===== src/rtl/baudgen_pkg.sv =====
// Shared types for the baud tick generator.
// Assumes: used only by the baud_tick_gen hierarchy.
package baudgen_pkg;

    // Mode bits as presented at the block inputs.
    typedef struct packed {
        logic sync;
        logic wide;
        logic fast;
    } bg_mode_t;

    // Which prescale factor applies.
    typedef enum logic [1:0] {
        PS_SLOW = 2'd0,
        PS_MID  = 2'd1,
        PS_FAST = 2'd2
    } bg_presel_t;

    // Maps the mode bits onto a prescale choice.
    function automatic bg_presel_t presel_of(input bg_mode_t m);
        bg_presel_t r;
        if (m.sync)                r = PS_FAST;
        else if (m.wide && m.fast) r = PS_FAST;
        else if (m.wide || m.fast) r = PS_MID;
        else                       r = PS_SLOW;
        return r;
    endfunction

endpackage


===== src/rtl/bg_divisor_regs.sv =====
// Divisor storage: NBYTES byte lanes, each with its own write strobe.
// It presents the stored value and the value visible after this edge.
// Assumes: strobes are single-cycle or level; last write wins per lane.
module bg_divisor_regs #(
    parameter int BYTE_W = 8,
    parameter int NBYTES = 2,
    localparam int DW    = BYTE_W * NBYTES
) (
    input  logic              clk,
    input  logic              rst_n,
    input  logic [DW-1:0]     wdata_i,
    input  logic [NBYTES-1:0] we_i,
    output logic [DW-1:0]     div_o,
    output logic [DW-1:0]     div_next_o,
    output logic              load_o
);

    logic [DW-1:0] div_q;

    genvar g;
    generate
        for (g = 0; g < NBYTES; g++) begin : g_lane
            // Purpose: hold one byte of the divisor.
            always_ff @(posedge clk) begin
                if (!rst_n)
                    div_q[g*BYTE_W +: BYTE_W] <= '0;
                else if (we_i[g])
                    div_q[g*BYTE_W +: BYTE_W] <= wdata_i[g*BYTE_W +: BYTE_W];
            end

            // Purpose: the value that the lane holds after this edge.
            assign div_next_o[g*BYTE_W +: BYTE_W] =
                we_i[g] ? wdata_i[g*BYTE_W +: BYTE_W] : div_q[g*BYTE_W +: BYTE_W];
        end
    endgenerate

    assign div_o  = div_q;
    assign load_o = |we_i;


    hold_chk: assert property (@(posedge clk) disable iff (!rst_n)
        !(|we_i) |=> $stable(div_q));

endmodule


===== src/rtl/bg_count.sv =====
// Down-counter: loads n, counts to zero, then reloads and pulses uflow_o.
// It gives one pulse every n+1 cycles. In narrow mode only the low byte
// reloads. Assumes load_i comes from a divisor write.
module bg_count #(
    parameter int DIV_W  = 16,
    parameter int BYTE_W = 8
) (
    input  logic             clk,
    input  logic             rst_n,
    input  logic             load_i,
    input  logic             wide_i,
    input  logic [DIV_W-1:0] div_next_i,
    output logic             uflow_o
);

    logic [DIV_W-1:0] cnt_q;
    logic [DIV_W-1:0] reload;
    logic             uflow_q;

    // Purpose: pick the reload value for the selected counter width.
    always_comb begin
        if (wide_i) reload = div_next_i;
        else        reload = {{(DIV_W-BYTE_W){1'b0}}, div_next_i[BYTE_W-1:0]};
    end

    // Purpose: count down, reload at zero or on a divisor write.
    always_ff @(posedge clk) begin
        if (!rst_n) begin
            cnt_q   <= '0;
            uflow_q <= 1'b0;
        end else if (load_i) begin
            cnt_q   <= reload;
            uflow_q <= 1'b0;
        end else if (cnt_q == '0) begin
            cnt_q   <= reload;
            uflow_q <= 1'b1;
        end else begin
            cnt_q   <= cnt_q - 1'b1;
            uflow_q <= 1'b0;
        end
    end

    assign uflow_o = uflow_q;


    load_quiet_chk: assert property (@(posedge clk) disable iff (!rst_n)
        load_i |=> !uflow_o);


    uflow_src_chk: assert property (@(posedge clk) disable iff (!rst_n)
        uflow_o |-> $past(cnt_q == '0));

endmodule


===== src/rtl/bg_prescale.sv =====
// Prescaler: divides the underflow pulse train by the selected factor.
// It emits a one-cycle tick. Assumes factors are powers of two that fit
// in PRE_W bits; a count beyond a new, smaller terminal wraps at once.
module bg_prescale #(
    parameter int PRE_SLOW = 64,
    parameter int PRE_MID  = 16,
    parameter int PRE_FAST = 4,
    localparam int PRE_W   = $clog2(PRE_SLOW)
) (
    input  logic                     clk,
    input  logic                     rst_n,
    input  logic                     restart_i,
    input  logic                     uflow_i,
    input  baudgen_pkg::bg_presel_t  sel_i,
    output logic                     tick_o
);

    logic [PRE_W-1:0] pre_q;
    logic [PRE_W-1:0] term;
    logic             tick_q;

    // Purpose: terminal count for the chosen factor.
    always_comb begin
        case (sel_i)
            baudgen_pkg::PS_FAST: term = PRE_W'(PRE_FAST - 1);
            baudgen_pkg::PS_MID:  term = PRE_W'(PRE_MID - 1);
            default:              term = PRE_W'(PRE_SLOW - 1);
        endcase
    end

    // Purpose: count underflows and fire the tick at the terminal count.
    always_ff @(posedge clk) begin
        if (!rst_n || restart_i) begin
            pre_q  <= '0;
            tick_q <= 1'b0;
        end else if (uflow_i) begin
            if (pre_q >= term) begin
                pre_q  <= '0;
                tick_q <= 1'b1;
            end else begin
                pre_q  <= pre_q + 1'b1;
                tick_q <= 1'b0;
            end
        end else begin
            tick_q <= 1'b0;
        end
    end

    assign tick_o = tick_q;


    tick_one_chk: assert property (@(posedge clk) disable iff (!rst_n)
        tick_o |=> !tick_o);


    tick_src_chk: assert property (@(posedge clk) disable iff (!rst_n)
        tick_o |-> $past(uflow_i));

endmodule


===== src/rtl/baud_tick_gen.sv =====
// Top: baud tick generator. It stores a divisor, selects the prescale
// factor and counter width from three mode bits, and drives the tick and
// the raw underflow pulse. Assumes a mode change is followed by a divisor
// write, so that the new setting starts from a clean count.
module baud_tick_gen #(
    parameter int BYTE_W   = 8,
    parameter int PRE_SLOW = 64,
    parameter int PRE_MID  = 16,
    parameter int PRE_FAST = 4
) (
    input  logic              clk,
    input  logic              rst_n,
    input  logic [BYTE_W-1:0] div_lo,
    input  logic              div_lo_we,
    input  logic [BYTE_W-1:0] div_hi,
    input  logic              div_hi_we,
    input  logic              mode_sync,
    input  logic              mode_wide,
    input  logic              mode_fast,
    output logic              tick,
    output logic              raw_tick
);

    import baudgen_pkg::*;

    localparam int NBYTES = 2;
    localparam int DIV_W  = BYTE_W * NBYTES;

    logic [DIV_W-1:0] div_cur;
    logic [DIV_W-1:0] div_next;
    logic             load;
    bg_mode_t         mode;
    bg_presel_t       presel;

    // Purpose: gather the mode bits and pick the prescale factor.
    always_comb begin
        mode   = '{sync: mode_sync, wide: mode_wide, fast: mode_fast};
        presel = presel_of(mode);
    end

    bg_divisor_regs #(.BYTE_W(BYTE_W), .NBYTES(NBYTES)) u_regs (
        .clk        (clk),
        .rst_n      (rst_n),
        .wdata_i    ({div_hi, div_lo}),
        .we_i       ({div_hi_we, div_lo_we}),
        .div_o      (div_cur),
        .div_next_o (div_next),
        .load_o     (load)
    );

    bg_count #(.DIV_W(DIV_W), .BYTE_W(BYTE_W)) u_count (
        .clk        (clk),
        .rst_n      (rst_n),
        .load_i     (load),
        .wide_i     (mode.wide),
        .div_next_i (div_next),
        .uflow_o    (raw_tick)
    );

    bg_prescale #(.PRE_SLOW(PRE_SLOW), .PRE_MID(PRE_MID), .PRE_FAST(PRE_FAST)) u_pre (
        .clk       (clk),
        .rst_n     (rst_n),
        .restart_i (load),
        .uflow_i   (raw_tick),
        .sel_i     (presel),
        .tick_o    (tick)
    );


    reset_quiet_chk: assert property (@(posedge clk)
        $past(!rst_n) |-> (!tick && !raw_tick && div_cur == '0));

endmodule


===== config.mk =====
export PLATFORM = sky130hd
export DESIGN_NAME = baud_tick_gen
export DESIGN_NICKNAME = d
export VERILOG_FILES = /design/src/rtl/baudgen_pkg.sv /design/src/rtl/bg_divisor_regs.sv /design/src/rtl/bg_count.sv /design/src/rtl/bg_prescale.sv /design/src/rtl/baud_tick_gen.sv
export SDC_FILE = /design/constraint.sdc
export NUM_CORES = 1
export LEC_CHECK = 0
export BUFFER_PORTS_ARGS = -buffer_cell sky130_fd_sc_hd__buf_2
export CAP_MARGIN = 20
export CORE_AREA = 2 2 62 64
export CTS_CLUSTER_DIAMETER = 40
export CTS_CLUSTER_SIZE = 12
export DETAILED_ROUTE_END_ITERATION = 12
export DIE_AREA = 0 0 64 66
export PLACE_DENSITY = 0.76
export SYNTH_ARGS = -nofsm -noshare
export SYNTH_HDL_FRONTEND = slang
export SYNTH_SLANG_ARGS = --single-unit

===== constraint.sdc =====
create_clock -name clk -period 3.8 [get_ports clk]
set_clock_uncertainty 0.1 [all_clocks]
set_input_delay 0.38 -clock clk [delete_from_list [all_inputs] [get_ports clk]]
set_output_delay 0.38 -clock clk [all_outputs]
set_load 0.01 [all_outputs]

==> run_results.csv <==
group,metric,value,unit
critical_path,cp_slowest_cell,"a21boi_1",
floorplanning,die_area,0.00422,sq mm
yosys,seq_area_frac_synth,42.0,%
routing,wire_per_inst,12.3,um
global_routing,grt_max_degree,19,
timing,drv_slew,0,
timing,setup_viol,0,
cells_and_area,n_antenna_cell,0,
critical_path,cp_max_fo,7,
cts,clockBufferDepth,2,
power,powerDensity,472,mW/mm^2
yosys,yosys-top-cells-area,"dfxtp_1 (42%), mux2_2 (8.3%), xor2_1 (5.5%), ha_1 (5.3%), nand2_1 (5.1%)",
routing,first_pass_iters,4,
power,p_leak,0.990,nW
yosys,synth_top_area_share,42.0,%
critical_path,max_stage_delay,420,ps
cts,h-tree-depth,2,
timing,max_freq,487,MHz
global_routing,antenna_found_initial,0,
timing,period_needed,2060,ps
global_routing,grt_use_met2,29.6,%
cts,cts_repair_resize_count,0,
timing,relSlewSlack,68.3,%
global_routing,grt_pass1_vias,1319,
yosys,syn-num-nets,228,
cells_and_area,post_layout_nonfiller_instances,271,
flow_run,drv_cap,0,
cts,path_clk_slew,130,ps
floorplanning,initial_core_util,53.7,%
global_routing,met3_usage,5.11,%
yosys,synth-warning-count,0,
yosys,synth-async-reset-ratio,0,%
global_routing,busiest_layer,"met2",
cts,clk_latency,360,ps
cts,clock-root-buffer,"clkbuf_4",
cts,tritoncts,"done",
critical_path,path_common_cell,"ha_1",
cts,cts_buffers,5,
cells_and_area,area_growth,14.7,%
critical_path,cp.required,4010,ps
placement,gp_congestion,0.826,
status,outcome,"finished, final reports clean",
critical_path,end_kind,"register",
min_path,worstHoldPathType,"in -> reg",
yosys,synth-edff-count,0,
global_routing,track_usage,17.8,%
floorplanning,rows,22,
cts,post-cts-setup-buffer-count,0,
global_routing,grt.met1_usage,21.0,%
yosys,synth_area,0.00191,sq mm
timing,timing.setup.tns,0,ps
cts,cts_sinks,40,
routing,finalWirelength,3320,um
yosys,synth_cell_types,38,
routing,via_count,1380,
placement,hpwl,2430,um
critical_path,worst_ep_arrival_time,2260,ps
min_path,hold_depth,3,
power,vdd_drop_max,0.293,mV
routing,avgViaCountPerCell,5.09,
yosys,synth_top_area_cell,"dfxtp_1",
cells_and_area,drive_above_1_share,27.8,%
floorplanning,die-height,66,um
timing,tightestPinTransition,474,ps
routing,drt_iter0_markers,57,
routing,ant_nets,0,
floorplanning,io-pin-count,25,
yosys,ys.flop_type,"dfxtp_1",
yosys,synth-seq-cells,40,
floorplanning,die_w,64,um
placement,dp.cells,263,
critical_path,r2r_cells,5,
placement,port_buffers,24,
yosys,netlist_instances,197,
critical_path,worst_setup_path_start_kind,"input port",
cts,holdBufCountCts,0,
floorplanning,core,0.00355,sq mm
yosys,syn_area_per_cell,9.67,sq um
global_routing,grt_pass1_wl,5730,um
cells_and_area,nets,253,
critical_path,critical_path_class,"in -> reg",
timing,post-route-period-util,54.1,%
global_routing,grt.overflow.total,0,
routing,drc_errors,0,
cells_and_area,nFillCells,313,
timing,final_hold_viol_count,0,
timing,rsz0062_at_grt,"false",
critical_path,path_cells,"buf_2 -> ha_1 -> or2_2 -> ha_1 -> inv_1 -> ha_1 -> o211ai_1 -> a21boi_1 -> nor2b_1",
-- critical path, delay by kind of cell --
family | cells | cell delay [ps]
adder cells (fa/ha/maj) | 3 | 730
AO/OA/AOI/OAI | 2 | 500
AND/OR/NAND/NOR | 2 | 460
buffers and inverters | 2 | 180
-- final cells by class --
type / instances / area (sq um) / area share, %
Sequential cell: 40 / 801 / 36.6
Clock buffer: 5 / 37.5 / 1.72
Tap cell: 48 / 60.1 / 2.75
Clock inverter: 3 / 90.1 / 4.12
Multi-Input combinational cell: 132 / 1000 / 45.8
Timing Repair Buffer: 25 / 128 / 5.84
Inverter: 18 / 67.6 / 3.09
-- stage by stage --
stage               power [mW]  instance area (sq um)  setup WS, ps  utilization, %  hold WS, ps
CTS                       1.04                   2190          1750            61.6          206
finish                    1.03                   2190          1740            61.6          213
global placement         0.624                   2060          1410            58.0          418
global route              1.08                   2190          1600            61.6          202
detailed placement       0.628                   2060          1360            58.0          425
floorplan                0.594                   1910          1650               -          399
-- routing by layer --
metal | routed length (um) | part of all wire [%]
met2 | 1560 | 47
met3 | 124 | 3.7
met1 | 1580 | 48
met5 | 0 | 0
met4 | 54 | 1.6
-- cells by family after synthesis --
group                      after synthesis  share of synthesized area, %
AOI/OAI and AO/OA                       21                          8.60
xor gates and xnor gates                19                          8.73
adders and majority gates                8                          5.25
buffers and inverters                   25                          5.38
DFF                                     40                          42.0
muxes                                   17                          9.85
and+or+nand+nor                         67                          20.2
-- layout by cell type (no fill, tap or decap), drive strengths merged, types with 4 or more instances in the layout --
cell | synthesis | routed
buf | 2 | 25
a22oi | 10 | 10
nand3 | 4 | 4
mux2 | 14 | 14
xnor2 | 7 | 7
inv | 18 | 18
o22ai | 6 | 6
nor3 | 9 | 9
nor2 | 7 | 7
ha | 8 | 8
clkbuf | 5 | 5
xor2 | 12 | 12
nor2b | 4 | 4
dfxtp | 40 | 40
nand2 | 26 | 26
-- sequential cells by signal (all words and copies together), names as in the netlist --
| signal | count |
|---|---|
| u_pre.pre_q | 6 |
| u_count.cnt_q | 16 |
| u_count.uflow_o | 1 |
| u_regs.div_o | 16 |
| u_pre.tick_o | 1 |
-- where the power goes --
part,switching (mW),internal (mW)
clock network,0.142,0.271
registers,0.0197,0.444
logic,0.0779,0.0775
total,0.239,0.793
-- final timing paths --
path | to | slack [ps] | from
worst max-delay path | u_pre.tick_o | 1740 | mode_wide
worst min-delay path | u_count.cnt_q[10] | 210 | mode_wide
worst max register to register | u_count.cnt_q[7] | 1880 | u_count.cnt_q[2]
worst min register to register | u_regs.div_o[10] | 430 | u_regs.div_o[10]
-- cell usage after synthesis, drive strengths merged (2+ instances only) --
library cell   n
dfxtp         40
nand2         26
inv           18
mux2          14
xor2          12
a22oi         10
nor3           9
ha             8
nor2           7
xnor2          7
o22ai          6
clkbuf         5
nand3          4
nor2b          4
mux2i          3
nor4           3
or2            3
or3            3
buf            2
nand2b         2
nand4          2
nand4b         2
(Power assumes the default switching activity.)
